`src/rtl/srwp_pkg.sv`:
```
package srwp_pkg;
  typedef enum logic [1:0] {
    LOCK_NONE = 2'b00,
    LOCK_QTR  = 2'b01,
    LOCK_HALF = 2'b10,
    LOCK_ALL  = 2'b11
  } lock_e;

  typedef enum logic [1:0] {
    PEND_NONE = 2'b00,
    PEND_ARR  = 2'b01,
    PEND_SR   = 2'b10
  } pend_e;

  localparam int SB_WIP  = 0;
  localparam int SB_WEL  = 1;
  localparam int SB_BL0  = 2;
  localparam int SB_BL1  = 3;
  localparam int SB_FLAG = 6;
  localparam int SB_WPEN = 7;
endpackage

```
`src/rtl/srwp_lock_map.sv`:
```
module srwp_lock_map
  import srwp_pkg::*;
(
  input  lock_e      lock,
  input  logic [1:0] addr_top,
  output logic       hit
);
  always_comb begin
    unique case (lock)
      LOCK_NONE: hit = 1'b0;
      LOCK_QTR:  hit = (addr_top == 2'b11);
      LOCK_HALF: hit = addr_top[1];
      default:   hit = 1'b1;
    endcase
  end
endmodule

```
`src/rtl/srwp_busy_timer.sv`:
```
module srwp_busy_timer #(
  parameter int CYCLES = 20
) (
  input  logic clk,
  input  logic rst_n,
  input  logic start,
  output logic busy,
  output logic done
);
  localparam int CNT_W = $clog2(CYCLES + 1);

  logic [CNT_W-1:0] cnt_q, cnt_d;

  always_comb begin
    cnt_d = cnt_q;
    if (start)
      cnt_d = CNT_W'(CYCLES);
    else if (cnt_q != '0)
      cnt_d = cnt_q - CNT_W'(1);
  end

  always_ff @(posedge clk or negedge rst_n) begin
    if (!rst_n) cnt_q <= '0;
    else        cnt_q <= cnt_d;
  end

  assign busy = (cnt_q != '0);
  assign done = (cnt_q == CNT_W'(1));
endmodule

```
`src/rtl/srwp_gate.sv`:
```
module srwp_gate (
  input  logic busy,
  input  logic wel,
  input  logic wpen,
  input  logic wp_pin,
  input  logic lock_hit,
  input  logic arr_req,
  input  logic sr_req,
  output logic arr_ok,
  output logic sr_ok,
  output logic refuse
);
  logic rom_mode;

  always_comb begin
    rom_mode = wpen & ~wp_pin;
    arr_ok   = ~busy & arr_req & wel & ~lock_hit;
    sr_ok    = ~busy & sr_req & ~arr_req & wel & ~rom_mode;
    refuse   = ~busy & (arr_req | sr_req) & ~arr_ok & ~sr_ok;
  end
endmodule

```
`src/rtl/srwp_unit.sv`:
```
module srwp_unit
  import srwp_pkg::*;
#(
  parameter int ADDR_W    = 11,
  parameter int WR_CYCLES = 20
) (
  input  logic              clk,
  input  logic              rst_n,
  input  logic              wp_pin,
  input  logic              wel_set,
  input  logic              wel_clr,
  input  logic              flag_set,
  input  logic              flag_clr,
  input  logic              arr_wr_req,
  input  logic [ADDR_W-1:0] arr_wr_addr,
  input  logic              sr_wr_req,
  input  logic [7:0]        sr_wr_data,
  output logic              wr_grant,
  output logic              wr_deny,
  output logic [7:0]        status_byte
);
  localparam int STAGE_W = 3;

  logic               wpen_q, wpen_d;
  lock_e              lock_q, lock_d;
  logic               flag_q, flag_d;
  logic               wel_q, wel_d;
  pend_e              pend_q, pend_d;
  logic [STAGE_W-1:0] stage_q, stage_d;
  logic               grant_q, deny_q;

  logic busy, done, lock_hit, arr_ok, sr_ok, refuse, accept;
  logic [4:0]        unused_sr_bits;
  logic [ADDR_W-3:0] unused_addr_low;

  assign unused_sr_bits  = {sr_wr_data[6:4], sr_wr_data[1:0]};
  assign unused_addr_low = arr_wr_addr[ADDR_W-3:0];

  srwp_lock_map u_map (
    .lock     (lock_q),
    .addr_top (arr_wr_addr[ADDR_W-1 -: 2]),
    .hit      (lock_hit)
  );

  srwp_gate u_gate (
    .busy     (busy),
    .wel      (wel_q),
    .wpen     (wpen_q),
    .wp_pin   (wp_pin),
    .lock_hit (lock_hit),
    .arr_req  (arr_wr_req),
    .sr_req   (sr_wr_req),
    .arr_ok   (arr_ok),
    .sr_ok    (sr_ok),
    .refuse   (refuse)
  );

  assign accept = arr_ok | sr_ok;

  srwp_busy_timer #(.CYCLES(WR_CYCLES)) u_timer (
    .clk   (clk),
    .rst_n (rst_n),
    .start (accept),
    .busy  (busy),
    .done  (done)
  );

  always_comb begin
    wpen_d  = wpen_q;
    lock_d  = lock_q;
    flag_d  = flag_q;
    wel_d   = wel_q;
    pend_d  = pend_q;
    stage_d = stage_q;
    if (busy) begin
      if (done) begin
        wel_d  = 1'b0;
        pend_d = PEND_NONE;
        if (pend_q == PEND_SR) begin
          wpen_d = stage_q[2];
          lock_d = lock_e'(stage_q[1:0]);
        end
      end
    end else begin
      if (wel_clr)       wel_d = 1'b0;
      else if (wel_set)  wel_d = 1'b1;
      if (flag_clr)      flag_d = 1'b0;
      else if (flag_set) flag_d = 1'b1;
      if (arr_ok) pend_d = PEND_ARR;
      if (sr_ok) begin
        pend_d  = PEND_SR;
        stage_d = {sr_wr_data[SB_WPEN], sr_wr_data[SB_BL1], sr_wr_data[SB_BL0]};
      end
    end
  end

  always_ff @(posedge clk or negedge rst_n) begin
    if (!rst_n) begin
      wpen_q  <= 1'b0;
      lock_q  <= LOCK_NONE;
      flag_q  <= 1'b0;
      wel_q   <= 1'b0;
      pend_q  <= PEND_NONE;
      stage_q <= '0;
      grant_q <= 1'b0;
      deny_q  <= 1'b0;
    end else begin
      wpen_q  <= wpen_d;
      lock_q  <= lock_d;
      flag_q  <= flag_d;
      wel_q   <= wel_d;
      pend_q  <= pend_d;
      stage_q <= stage_d;
      grant_q <= accept;
      deny_q  <= refuse;
    end
  end

  assign wr_grant    = grant_q;
  assign wr_deny     = deny_q;
  assign status_byte = {wpen_q, flag_q, 2'b00, lock_q, wel_q, busy};
endmodule

```
`config.mk`:
```
export PLATFORM = sky130hd
export DESIGN_NAME = srwp_unit
export DESIGN_NICKNAME = d
export VERILOG_FILES = /design/src/rtl/srwp_pkg.sv /design/src/rtl/srwp_lock_map.sv /design/src/rtl/srwp_busy_timer.sv /design/src/rtl/srwp_gate.sv /design/src/rtl/srwp_unit.sv
export SDC_FILE = /design/constraint.sdc
export NUM_CORES = 1
export LEC_CHECK = 0
export CORE_MARGIN = 2
export CORE_UTILIZATION = 35
export DETAILED_ROUTE_END_ITERATION = 10
export DONT_BUFFER_PORTS = 1
export PLACE_DENSITY = 0.48
export SLEW_MARGIN = 20
export SYNTH_ARGS = -nofsm -noshare
export SYNTH_HDL_FRONTEND = slang
export SYNTH_SLANG_ARGS = --single-unit
```
`constraint.sdc`:
```
create_clock -name clk -period 2 [get_ports clk]
set_input_delay 0.1 -clock clk [delete_from_list [all_inputs] [get_ports clk]]
set_output_delay 0.1 -clock clk [all_outputs]
set_load 0.005 [all_outputs]
```
Yosys cells after proc, flatten, opt, wreduce, memory -nomap -nowiden
Cells that the tools add are included.
{"block": "word_totals", "ff_bits": 17, "input_bits": 28, "out_inout_bits": 10, "wordCells": 60}
{"block": "op_classes", "add_sub_neg": 1, "n_eq_ne": 6, "n_mux": 13, "bitwise_logic": 20, "reduce_logical": 11}
{"op": "$and 1x1->1", "n": 11}
{"op": "$mux 5", "n": 2}
{"op": "$mux 2", "n": 4}
{"op": "$reduce_and 2->1", "n": 4}
{"op": "$not 1->1", "n": 7}
{"op": "$eq 2x2->1 const B", "n": 3}
{"op": "$mux 1", "n": 6}
{"op": "$reduce_bool 3->1", "n": 2}
{"op": "$eq 5x1->1 const B", "n": 1}
{"op": "$reduce_bool 5->1", "n": 1}
{"op": "$sub 5x1->5 const B", "n": 1}
{"op": "$reduce_bool 2->1", "n": 2}
{"op": "$pmux 1 s3", "n": 1}
{"op": "$reduce_and 3->1", "n": 1}
{"op": "$eq 2x1->1 const B", "n": 1}
{"op": "$logic_not 2->1", "n": 1}
{"op": "$ne 2x2->1 const B", "n": 1}
{"op": "$or 1x1->1", "n": 2}

Logic depth before layout (Yosys ltp)
Gate-level depths: netlist of the first run.
{"block": "logic_depth", "ltp_word": 8, "depth_mapped": 7}

Modules after synthesis
A second synthesis of the first run with hierarchy kept.
{"block": "unflattened", "cells_unflattened": 79, "area_unflattened_um2": 848.3}
{"module": "srwp_unit", "n_inst": 1, "cells_each": 42, "area_per_inst_um2": 514.2, "seq_area_each_um2": 300.3}
{"module": "srwp_busy_timer", "n_inst": 1, "cells_each": 27, "area_per_inst_um2": 269.0, "seq_area_each_um2": 125.1}
{"module": "srwp_gate", "n_inst": 1, "cells_each": 7, "area_per_inst_um2": 51.3, "seq_area_each_um2": 0.0}
{"module": "srwp_lock_map", "n_inst": 1, "cells_each": 3, "area_per_inst_um2": 13.8, "seq_area_each_um2": 0.0}

Worst setup path after synthesis of the first run
No wires, ideal clock.
{"block": "synth_path", "path_type": "register to register", "start": "reg u_timer.cnt_q[0]", "end": "reg u_timer.cnt_q[4]", "t_arrival_ns": 1.256, "required_time_ns": 1.874, "path_slack_ns": 0.618, "stages_incl_launch_ff": 6, "path_buffers": 1, "period_less_slack_ns": 1.382, "cell_sequence": "dfrtp_1 > inv_1 > ha_1 > and2_4 > buf_4 > a221o_1"}
{"block": "synth_between", "elab_chain_len": 8, "elab_cells_between_ends": 14}
{"item": "start, declared", "line": "srwp_busy_timer.sv:12", "source": "logic [CNT_W-1:0] cnt_q, cnt_d;"}
{"item": "start signal, assigned", "line": "srwp_busy_timer.sv:24", "source": "else cnt_q <= cnt_d;"}
{"item": "$reduce_bool 5->1", "line": "srwp_busy_timer.sv:18, srwp_busy_timer.sv:27"}
{"item": "$not 1->1 (no line)"}
{"item": "$and 1x1->1 (4 in a row)", "line": "srwp_gate.sv:18", "source": "sr_ok = ~busy & sr_req & ~arr_req & wel & ~rom_mode;"}
{"item": "$or 1x1->1", "line": "srwp_unit.sv:58", "source": "assign accept = arr_ok | sr_ok;"}
{"item": "$mux 5 / $reduce_bool 2->1 (equally long branches)"}
Several ways; a longest one is shown, not always the timed one. The select of a mux whose other input is x is not followed.
A chain may end at the register's enable or synchronous reset.

Worst setup path after layout of the first run
{"block": "layout_path", "start": "reg u_timer.cnt_q[0]", "end": "reg flag_q"}
{"block": "layout_between", "elab_chain_len": 3}
{"item": "$reduce_bool 5->1", "line": "srwp_busy_timer.sv:27", "source": "assign busy = (cnt_q != '0);"}
{"item": "$not 1->1 (no line)"}
{"item": "$reduce_and 2->1 (no line)"}
{"item": "end signal, assigned", "line": "srwp_unit.sv:110", "source": "flag_q <= flag_d;"}
{"item": "end, declared", "line": "srwp_unit.sv:26", "source": "logic flag_q, flag_d;"}
Every way passes these cells.

==> metrics.md, run 1 <==
| Metric | Value |
|---|---|
| Status | completed |
| NetSw | about 0.40 mW |
| Post-CTS Setup Inserts | 0 |
| Post-synth top area cell | dfrtp_1 |
| Largest cells by area after synthesis | dfrtp_1 50%, mux2_2 7.9%, buf_4 6.1%, ha_1 4.4%, o21ai_0 3.5% |
| Clock sinks | 17 |
| Die area | around 0.0029 mm2 |
| Clock power share | 16.1% |
| PwrDens | roughly 1200 mW/mm2 |
| DP HPWL | approximately 1100 um |
| Final Hold Violating Endpoints | 0 |
| Via Count | between 500 and 600 |
| Worst Hold Endpoint | wel_q$_DFFE_PN0P_ |
| Clk Latency, worst-skew pair | ~0.29 ns |
| Synth top area share | about half |
| Leak | between 0.4 and 0.5 nW |
| Total Power | between 1 and 1.5 mW |
| R2R setup slack | between 0.15 and 0.2 ns |
| Sequential cell area | around 430 um2 |
| Root buffer cell | clkbuf_4 |
| Multi-input logic area | ~370 um2 |
| Routed WL per cell | ~14 um |
| Max-slew violation count | 0 |
| Max-cap violation count | 0 |
| Reg2reg end | flag_q$_DFFE_PN0P_ |
| Met1 WL | 713 um |
| Residual DRC | 0 |
| Flop pwr share | between 40 and 50% |
| Row Count | 17 |
| Average cell area after synthesis | ~11 um2 |
| Routed WL | 1560 um |
| Syn-to-layout area delta | 12.0% |
| Final Setup Violations | 0 |
| Core Region | between 0.002 and 0.0025 mm2 |
| Fraction of layout instances using a drive strength above 1 | approximately 15% |
| CP Capture Type | register |
| R2R Path Start | u_timer.cnt_q[0]$_DFFE_PN0P_ |
| IO buf count | 0 |
| Hold Crit Depth | 2 |
| Reg clk slew, reported paths | 0.10 ns |
| Yosys warns | 0 |
| Tcrit/Tclk final | around nine tenths |
| Die Wd | about 53 um |
| Top FF cell, synth | dfrtp_1 |
| Internal Pwr Total | 0.740 mW |
| Final Skew | between 0.002 and 0.0025 ns |
| Register area share after synthesis | between 40% and 50% |
| R2r worst-path depth | 6 |
| Num CTS Buffers | 3 |
| Final nets | 117 |
| RSZ-0062 raised after global routing | false |
| Sw Share | between 30% and 40% |
| Final Critical Period | 1.83 ns |
| CTS tree | built |
| Ant diodes | 0 |
| Crit path DAT | ~2.1 ns |
| Worst min path class | in -> reg |
| FF+latch count, synth | 17 |
| Pin slew with the least headroom to its limit | about 0.78 ns |
| Via density | between 5 and 6 |
| Post-CTS Hold Buffers | 9 |
| Gr usage total | between 10% and 20% |
| Post-synth EDFFs | 0 |
| Detailed-router iteration count before antenna repair | 4 |
| Setup TNS | 0 ns |
| Worst-path maximum fanout | 13 |
| Startpoint Class | register |
| FILL cells | 237 |
| Non-Filler Instances | 113 |
| Initial Util | ~38% |
| Comb power frac | around a third |
| Vias in the first global route | 542 |
| Global-route wire length before repair | between 2000 and 2500 um |
| DR top layer | met4 |
| Gpl congestion | 0.759 |
| Slew margin rel. | 47.6% |
| Met3 wire len | about 150 um |
| Final ANT Viol Nets | 0 |
| Placed cell count | 100 |
| Crit path required time | 2.23 ns |
| Total grt overflow | 0 |
| Crit path kind | reg -> reg |
| Die height | 53.5 um |
| Worst hold start | wel_clr |
| Max rail drop VDD | roughly 0.47 mV |
| Post-synthesis cell type count | 33 |
| DR iter-0 viols | 10 |
| Post-Syn Area | 856 um2 |
| Asr flop ratio synth | 100% |
| Gate Count Post-Synth | 78 |
| Maximum clock path buffer count | 2 |
| H-tree depth | 1 |
| Commonest cells in the netlist | 17 x dfrtp_1, 7 x buf_4, 6 x mux2_2, 6 x o21ai_0, 5 x nand2_1 |
| Fmax achieved | between 0.5 and 0.6 GHz |
| Post-cts resize count | 0 |
| Top-count cell post-synth | dfrtp_1 |
| Metal2 WL | 672 um |
| Initial antenna violation count | 0 |
| Top-Level Pins | 38 |
| Largest net degree at the start of global routing | 18 |
==> power groups by stage <==
stage	Combinational (mW)	Clock (mW)	Sequential [mW]
floorplan	0.342	0	0.538
global placement	0.347	0	0.565
detailed placement	0.358	0	0.566
CTS	0.399	0.190	0.559
global route	0.445	0.214	0.576
finish	0.395	0.182	0.558
==> per-stage QoR <==
| stage | utilization [%] | setup WS, ns | hold slack [ns] | instance area (um2) |
|---|---|---|---|---|
| 2_1_floorplan | - | 0.618 | -0.196 | 860 |
| 3_3_place_gp | 37.3 | 0.471 | -0.195 | 842 |
| 3_5_place_dp | 37.3 | 0.469 | -0.195 | 842 |
| 4_1_cts | 42.5 | 0.171 | 0.0750 | 958 |
| 5_1_grt | 42.5 | 0.0572 | 0.0686 | 958 |
| 6_report | 42.5 | 0.169 | 0.0689 | 958 |
==> worst max-delay path by stage <==
stage,startpoint,end,slack (ns)
detailed placement,u_timer.cnt_q[0]$_DFFE_PN0P_,u_timer.cnt_q[3]$_DFFE_PN0P_,0.47
CTS,u_timer.cnt_q[0]$_DFFE_PN0P_,wr_deny$_DFF_PN0_,0.17
floorplan,u_timer.cnt_q[0]$_DFFE_PN0P_,u_timer.cnt_q[4]$_DFFE_PN0P_,0.62
global placement,u_timer.cnt_q[0]$_DFFE_PN0P_,u_timer.cnt_q[3]$_DFFE_PN0P_,0.47
finish,u_timer.cnt_q[0]$_DFFE_PN0P_,flag_q$_DFFE_PN0P_,0.17
global route,u_timer.cnt_q[1]$_DFFE_PN0P_,flag_q$_DFFE_PN0P_,0.06
==> sequential cells by signal, indices dropped and copies added, names as in the netlist, 2 cells and up <==
register       cells
u_timer.cnt_q      5
stage_q            3
lock_q             2
pend_q             2
==> worst max-delay path: stages, from the launching register on <==
cell	delay, ns
dfrtp_1	0.41
inv_1	0.10
ha_1	0.24
and2_4	0.27
a21oi_1	0.09
a21oi_1	0.10
dlygate4sd3_1	0.56
==> kinds of logic (layout without fill, tap and decap cells) <==
| family | count (synthesis) | after routing | synth area share, % |
|---|---|---|---|
| AOI/OAI and AO/OA | 17 | 17 | 13.2 |
| xor gates and xnor gates | 1 | 1 | 1.02 |
| adders and majority gates | 3 | 3 | 4.39 |
| buffers and inverters | 10 | 16 | 7.46 |
| DFF | 17 | 17 | 49.7 |
| muxes | 6 | 6 | 7.89 |
| other | 1 | 2 | 0.438 |
| and+or+nand+nor | 23 | 23 | 15.9 |
==> per-layer routing <==
| metal | track usage, % | up-vias |
|---|---|---|
| met5 | 0 | - |
| met1 | 16.9 | 285 |
| met4 | 5.13 | 0 |
| met2 | 17.5 | 27 |
| li1 | - | 282 |
| met3 | 4.52 | 3 |
==> final cells by class <==
class / count / share of cell area (%)
clock buffers: 4 / 2.74
inverters: 3 / 1.17
multi-input cells: 52 / 38.6
flip-flops and latches: 17 / 44.4
well taps: 28 / 3.66
repair buffers: 9 / 9.40
==> placed cells by master (no fill, tap or decap), drive strengths merged, types with 2 or more instances in the layout <==
master	count
conb	2
clkbuf	4
dlygate4sd3	9
mux2	6
nor3	3
o21a	2
a21oi	2
dfrtp	17
and2	2
inv	3
nor2	4
ha	3
o21ai	7
nand2	6
Power figures use the tool's default switching activity.
==> run 2, diff against run 1 <==
--- a/config.mk
+++ b/config.mk
@@ -5,7 +5,6 @@
 export SDC_FILE = /design/constraint.sdc
 export NUM_CORES = 1
 export LEC_CHECK = 0
-export CORE_MARGIN = 2
 export CORE_UTILIZATION = 35
 export DETAILED_ROUTE_END_ITERATION = 10
 export DONT_BUFFER_PORTS = 1
==> run 2 against run 1 <==
Net effect:
- count of clock-buffer cells in the layout is the same
- critical endpoint unchanged
- non-clock buffer count up 3
- clock skew fell by 0.00053 ns
- maximum frequency rose by 4.1%
- critical path depth is the same
- utilization is 1.0 points higher
==> metrics.md, run 2 (synthesis results as in run 1) <==
| Metric | Value |
|---|---|
| Row Count | 17 (unchanged) |
| Crit path buffers/inverters | 2 (unchanged) |
| Num CTS Buffers | 3 (unchanged) |
| Crit path required time | 2.23 ns (about the same) |
| Gpl congestion | 0.716 (-5.6%) |
| DR iter-0 viols | 5 (-5) |
| Final Setup Violations | 0 (unchanged) |
| Slew margin rel. | 49.5% (+1.9 points) |
| Vias in the first global route | 558 (+3.0%) |
| Clock sinks | 17 (unchanged) |
| CP delay by family, top | buffers and inverters |
| PwrDens | 1180 mW/mm2 (-0.29%) |
| Gr usage total | 13.0% (+0.54 points) |
| Routed WL | 1510 um (-3.2%) |
| Setup TNS | 0 ns (unchanged) |
| Max-cap violation count | 0 (unchanged) |
| Worst path slowest cell | dlygate4sd3_1 |
| Final nets | 120 (+2.6%) |
| Total grt overflow | 0 (unchanged) |
| Detailed-router iteration count before antenna repair | 4 (unchanged) |
| Total Power | 1.16 mW (+2.1%) |
| Via Count | 593 (-0.67%) |
| CP Capture Type | register |
| R2r worst-path depth | 6 (unchanged) |
| Core Region | 0.00225 mm2 (unchanged) |
| CTS tree | built |
| Highest-count cells in the layout ignoring fill and taps | 17 x dfrtp_1, 9 x dlygate4sd3_1, 6 x o21ai_0, 6 x mux2_2, 5 x nand2_1 |
| Residual DRC | 0 (unchanged) |
| Startpoint Class | register |
| Via density | 5.11 (-3.2%) |
| Final Hold Violating Endpoints | 0 (unchanged) |
| Reg clk slew, reported paths | 0.10 ns (about the same) |
| Worst-path maximum fanout | 8 (-5) |
| DP HPWL | 1100 um (-3.6%) |
| Most used cell, CP | a21oi_1 |
| Maximum clock path buffer count | 2 (unchanged) |
| Pin slew with the least headroom to its limit | 0.756 ns (-0.0278 ns) |
| Worst min path class | in -> reg |
| Regs by FF count | u_timer.cnt_q x5, stage_q x3 |
| RSZ-0062 raised after global routing | false |
| Die Wd | 51.5 um (-3.7%) |
| Commonest non-fill, non-tap cell in the layout | dfrtp_1 |
| Biggest register | u_timer.cnt_q |
| Tcrit/Tclk final | 87.9% (-3.6 points) |
| Root buffer cell | clkbuf_4 |
| Worst Slack Setup Final | 0.242 ns (+0.0726 ns) |
| Status | completed |
| Met3 Use GR | 3.57% (-0.95 points) |
| Max-slew violation count | 0 (unchanged) |
| Crit path DAT | 1.99 ns (-0.07 ns) |
| Ant diodes | 0 (unchanged) |
| Hold Crit Depth | 2 (unchanged) |
| GR Util met1 | 17.4% (+0.45 points) |
| Final ANT Viol Nets | 0 (unchanged) |
| Post-Place Setup Slack | 0.466 ns (-0.00347 ns) |
| Crit path cell chain | inv_1, ha_1, and2_4, a21oi_1, a21oi_1, dlygate4sd3_1 |
| Top-Level Pins | 38 (unchanged) |
| Final Critical Period | 1.76 ns (-0.0726 ns) |
| IO buf count | 0 (unchanged) |
| Syn-to-layout area delta | 14.6% |
| Final Util | 43.5% (+1.0 points) |
| Final Skew | 0.00158 ns (-0.000529 ns) |
| Initial Util | 38.0% (unchanged) |
| Die area | 0.00265 mm2 (-7.3%) |
| GR Util met2 | 18.2% (+0.69 points) |
| Largest net degree at the start of global routing | 18 (unchanged) |
| Stages on worst setup path | 6 (unchanged) |
| Critical path's largest stage delay | 0.55 ns (about the same) |
| Die height | 51.5 um (-3.7%) |
| Number of flip-flops in the largest register | 5 (unchanged) |
| Routed WL per cell | 13.0 um (-5.7%) |
| Initial antenna violation count | 0 (unchanged) |
| Crit path kind | reg -> reg |
| H-tree depth | 1 (unchanged) |
| Fmax achieved | 0.569 GHz (+4.1%) |
| GRT busiest layer | met2 |
| Clk Latency, worst-skew pair | 0.29 ns (about the same) |
| Global-route wire length before repair | 2460 um (+1.4%) |
| Leak | 0.475 nW (+3.5%) |
| Fraction of layout instances using a drive strength above 1 | 18.2% (+2.9 points) |
| Max rail drop VDD | 0.576 mV (+23%) |
## run 2: cell types whose count changed in the layout (fill, tap and decap cells not counted), sizes merged
cell	previous run	this run
buf	0	3
## run 2: routing by layer
layer / up-vias / wire [um] / part of all wire (%)
met3: 5 / 109 / 7.2
met5: - / 0 / 0
met4: 0 / 39 / 2.6
li1: 289 / - / -
met1: 276 / 754 / 50
met2: 23 / 608 / 40
## run 2: where the power goes
part	leakage, nW	internal [mW]	total [mW]	switching, mW
Sequential	0.223	0.462	0.558	0.0954
Combinational	0.237	0.217	0.415	0.198
Clock	0.0150	0.0776	0.186	0.109
Total	0.475	0.756	1.16	0.402
## run 2: final timing paths
check / start / endpoint / slack, ns
min: wel_clr / wel_q$_DFFE_PN0P_ / 0.07
min reg2reg: pend_q[0]$_DFFE_PN0P_ / pend_q[0]$_DFFE_PN0P_ / 0.50
min in group asynchronous: rst_n / wel_q$_DFFE_PN0P_ / 0.31
max reg2reg: u_timer.cnt_q[0]$_DFFE_PN0P_ / flag_q$_DFFE_PN0P_ / 0.24
max: u_timer.cnt_q[0]$_DFFE_PN0P_ / flag_q$_DFFE_PN0P_ / 0.24
max in group asynchronous: rst_n / u_timer.cnt_q[2]$_DFFE_PN0P_ / 1.22
## run 2: area by class of cell
type                    instances  area [um2]
well taps                      28        35.0
multi-input cells              52         370
fillers                       231        1270
flip-flops and latches         17         425
repair buffers                 12         113
clock buffers                   4        26.3
inverters                       3        11.3
## run 2: per-stage QoR
stage	hold WS, ns	instance area [um2]	instances
2_1_floorplan	-0.196	860	79
3_3_place_gp	-0.195	842	100
3_5_place_dp	-0.195	842	100
4_1_cts	0.0662	958	113
5_1_grt	0.0842	981	116
6_report	0.0684	981	116
## run 2: what timing repair did
| action | 4_1_cts | 5_1_grt |
|---|---|---|
| hold buffers | 9 | 0 |
| setup buffers | 0 | 3 |
| endpoints found under the hold margin | 23 | 0 |
| setup endpoints to repair | 0 | 1 |
| gates resized for setup | 0 | 0 |
==> run 3, diff against run 2 <==
--- a/config.mk
+++ b/config.mk
@@ -8,7 +8,7 @@
 export CORE_UTILIZATION = 35
 export DETAILED_ROUTE_END_ITERATION = 10
 export DONT_BUFFER_PORTS = 1
-export PLACE_DENSITY = 0.48
+export PLACE_DENSITY = 0.5
 export SLEW_MARGIN = 20
 export SYNTH_ARGS = -nofsm -noshare
 export SYNTH_HDL_FRONTEND = slang
==> constraint.sdc (replaced) <==
create_clock -name clk -period 1.55 [get_ports clk]
set_input_delay 0.0775 -clock clk [delete_from_list [all_inputs] [get_ports clk]]
set_output_delay 0.0775 -clock clk [all_outputs]
set_load 0.005 [all_outputs]
==> run 3 against run 2 <==
Net effect:
- critical path depth decreased by 2
- sequential power increased by 27%
- largest cell class unchanged
- utilization increased by 1.6 points
- critical endpoint is now u_timer.cnt_q[4]$_DFFE_PN0P_
- largest power group unchanged
- final area increased by 3.6%
- clock skew increased by 0.0054 ns
- global-route usage increased by 0.80 points
==> metrics.md, run 3 (synthesis results as in run 1) <==
| Metric | Value |
|---|---|
| PwrDens | 1520 mW/mm2 (+29%) |
| Clock sinks | 17 (unchanged) |
| Max-cap violation count | 0 (unchanged) |
| Die Wd | 51.5 um (unchanged) |
| Vias in the first global route | 569 (+2.0%) |
| Hold slack final | 0.0382 ns (-0.0302 ns) |
| Biggest register | u_timer.cnt_q |
| Status | completed |
| Via density | 5.14 (+0.46%) |
| Pin slew with the least headroom to its limit | 0.775 ns (+0.0192 ns) |
| Residual DRC | 0 (unchanged) |
| Highest-count cells in the layout ignoring fill and taps | 16 x dfrtp_1, 9 x dlygate4sd3_1, 6 x o21ai_0, 6 x mux2_2 |
| Maximum clock path buffer count | 2 (unchanged) |
| Number of flip-flops in the largest register | 5 (unchanged) |
| Final Skew | 0.00700 ns (+0.00542 ns) |
| Largest net degree at the start of global routing | 18 (unchanged) |
| Fraction of layout instances using a drive strength above 1 | 25.6% (+7.4 points) |
| Clk Latency, worst-skew pair | 0.30 ns (about the same) |
| Crit path DAT | 1.63 ns (-0.36 ns) |
| R2R setup slack | 0.11 ns (-0.13 ns) |
| Gpl congestion | 0.691 (-3.6%) |
| DR iter-0 viols | 2 (-3) |
| R2R Path Start | lock_q[1]$_DFFE_PN0P_ |
| Startpoint Class | register |
| Worst-path maximum fanout | 6 (-2) |
| Total grt overflow | 0 (unchanged) |
| Worst Hold Endpoint | wel_q$_DFFE_PN0P_ |
| Reg2reg end | u_timer.cnt_q[4]$_DFFE_PN0P_ |
| Routed WL | 1620 um (+7.4%) |
| CP Capture Type | register |
| Root buffer cell | clkbuf_4 |
| Gr usage total | 13.8% (+0.80 points) |
| Via Count | 606 (+2.2%) |
| FILL cells | 232 (+0.43%) |
| Initial antenna violation count | 0 (unchanged) |
| Worst min path class | in -> reg |
| Non-Filler Instances | 118 (+1.7%) |
| Placed cell count | 104 (+4.0%) |
| Worst hold start | wel_clr |
| Reg clk slew, reported paths | 0.11 ns (about the same) |
| Ant diodes | 0 (unchanged) |
| Final Util | 45.1% (+1.6 points) |
| Top-Level Pins | 38 (unchanged) |
| RSZ-0062 raised after global routing | false |
| Num CTS Buffers | 3 (unchanged) |
| IO buf count | 0 (unchanged) |
| Global-route wire length before repair | 2620 um (+6.5%) |
| Regs by FF count | u_timer.cnt_q x5, stage_q x3 |
| Setup TNS | 0 ns (unchanged) |
| CTS tree | built |
| Max-slew violation count | 0 (unchanged) |
| Slew margin rel. | 48.2% (-1.3 points) |
| H-tree depth | 1 (unchanged) |
| Crit path kind | reg -> reg |
| Final ANT Viol Nets | 0 (unchanged) |
| Leak | 0.484 nW (+2.0%) |
| Max rail drop VDD | 0.738 mV (+28%) |
| Hold Crit Depth | 2 (unchanged) |
| Detailed-router iteration count before antenna repair | 4 (unchanged) |
| Final Setup Violations | 0 (unchanged) |
| Fmax achieved | 0.693 GHz (+22%) |
| Final nets | 122 (+1.7%) |
| Final Critical Period | 1.44 ns (-0.316 ns) |
| Syn-to-layout area delta | 18.7% |
| Initial Util | 38.0% (unchanged) |
| Commonest non-fill, non-tap cell in the layout | dfrtp_1 |
| Crit path required time | 1.73 ns (-0.50 ns) |
| Die height | 51.5 um (unchanged) |
| DP HPWL | 1150 um (+4.8%) |
| Final Hold Violating Endpoints | 0 (unchanged) |
| Die area | 0.00265 mm2 (unchanged) |
| Core Region | 0.00225 mm2 (unchanged) |
| Routed WL per cell | 13.8 um (+5.6%) |
| Tcrit/Tclk final | 93.0% (+5.1 points) |
| R2r worst-path depth | 4 (-2) |
| Row Count | 17 (unchanged) |
-- run 3: cell count changes in the layout (fill, tap and decap cells not counted), sizes merged --
cell / change
buf: +2
clkbuf: -1
clkinvlp: +1
-- run 3: worst max path at each step --
stage	from	slack (ns)	to
2_1_floorplan	u_timer.cnt_q[0]$_DFFE_PN0P_	0.17	u_timer.cnt_q[4]$_DFFE_PN0P_
3_3_place_gp	u_timer.cnt_q[0]$_DFFE_PN0P_	0.04	u_timer.cnt_q[3]$_DFFE_PN0P_
3_5_place_dp	u_timer.cnt_q[0]$_DFFE_PN0P_	0.02	u_timer.cnt_q[3]$_DFFE_PN0P_
4_1_cts	u_timer.cnt_q[0]$_DFFE_PN0P_	0.04	u_timer.cnt_q[3]$_DFFE_PN0P_
5_1_grt	u_timer.cnt_q[3]$_DFFE_PN0P_	0.01	u_timer.cnt_q[3]$_DFFE_PN0P_
6_report	lock_q[1]$_DFFE_PN0P_	0.11	u_timer.cnt_q[4]$_DFFE_PN0P_
-- run 3: area by class of cell --
type | instances | area, um2 | share of cell area (%)
Clock buffer | 3 | 22.5 | 2.22
Clock inverter | 1 | 7.51 | 0.739
Inverter | 3 | 13.8 | 1.35
Multi-Input combinational cell | 52 | 383 | 37.7
Sequential cell | 17 | 427 | 42.0
Tap cell | 28 | 35.0 | 3.45
Timing Repair Buffer | 14 | 128 | 12.6
-- run 3: routing by layer --
| layer | vias to the layer above | global-route usage [%] | routed length (um) |
|---|---|---|---|
| met4 | 0 | 2.70 | 8 |
| met2 | 24 | 20.6 | 707 |
| met1 | 283 | 18.8 | 793 |
| met3 | 2 | 5.36 | 115 |
| li1 | 297 | - | - |
| met5 | - | 0 | 0 |
-- run 3: report_power, final --
group,internal [mW],switching (mW)
clock network,0.0982,0.148
logic,0.307,0.287
registers,0.597,0.110
-- run 3: per-stage QoR --
stage	area, um2	setup WS, ns	power [mW]
finish	1020	0.108	1.55
global route	1020	0.0113	1.68
CTS	997	0.0434	1.55
detailed placement	872	0.0189	1.25
global placement	872	0.0429	1.24
floorplan	860	0.168	1.14
-- run 3: worst max-delay path, stage by stage, from the launching register on --
cell	delay, ns
dfrtp_1	0.41
o21ai_1	0.11
and3_1	0.19
o21a_1	0.25
a221o_1	0.36
-- run 3: what timing repair did --
action / CTS / global route
endpoints found under the hold margin: 23 / 0
resized for setup: 1 / 4
hold buffers: 9 / 0
pin swaps: 0 / 0
setup endpoints to repair: 1 / 8
setup buffers: 0 / 1
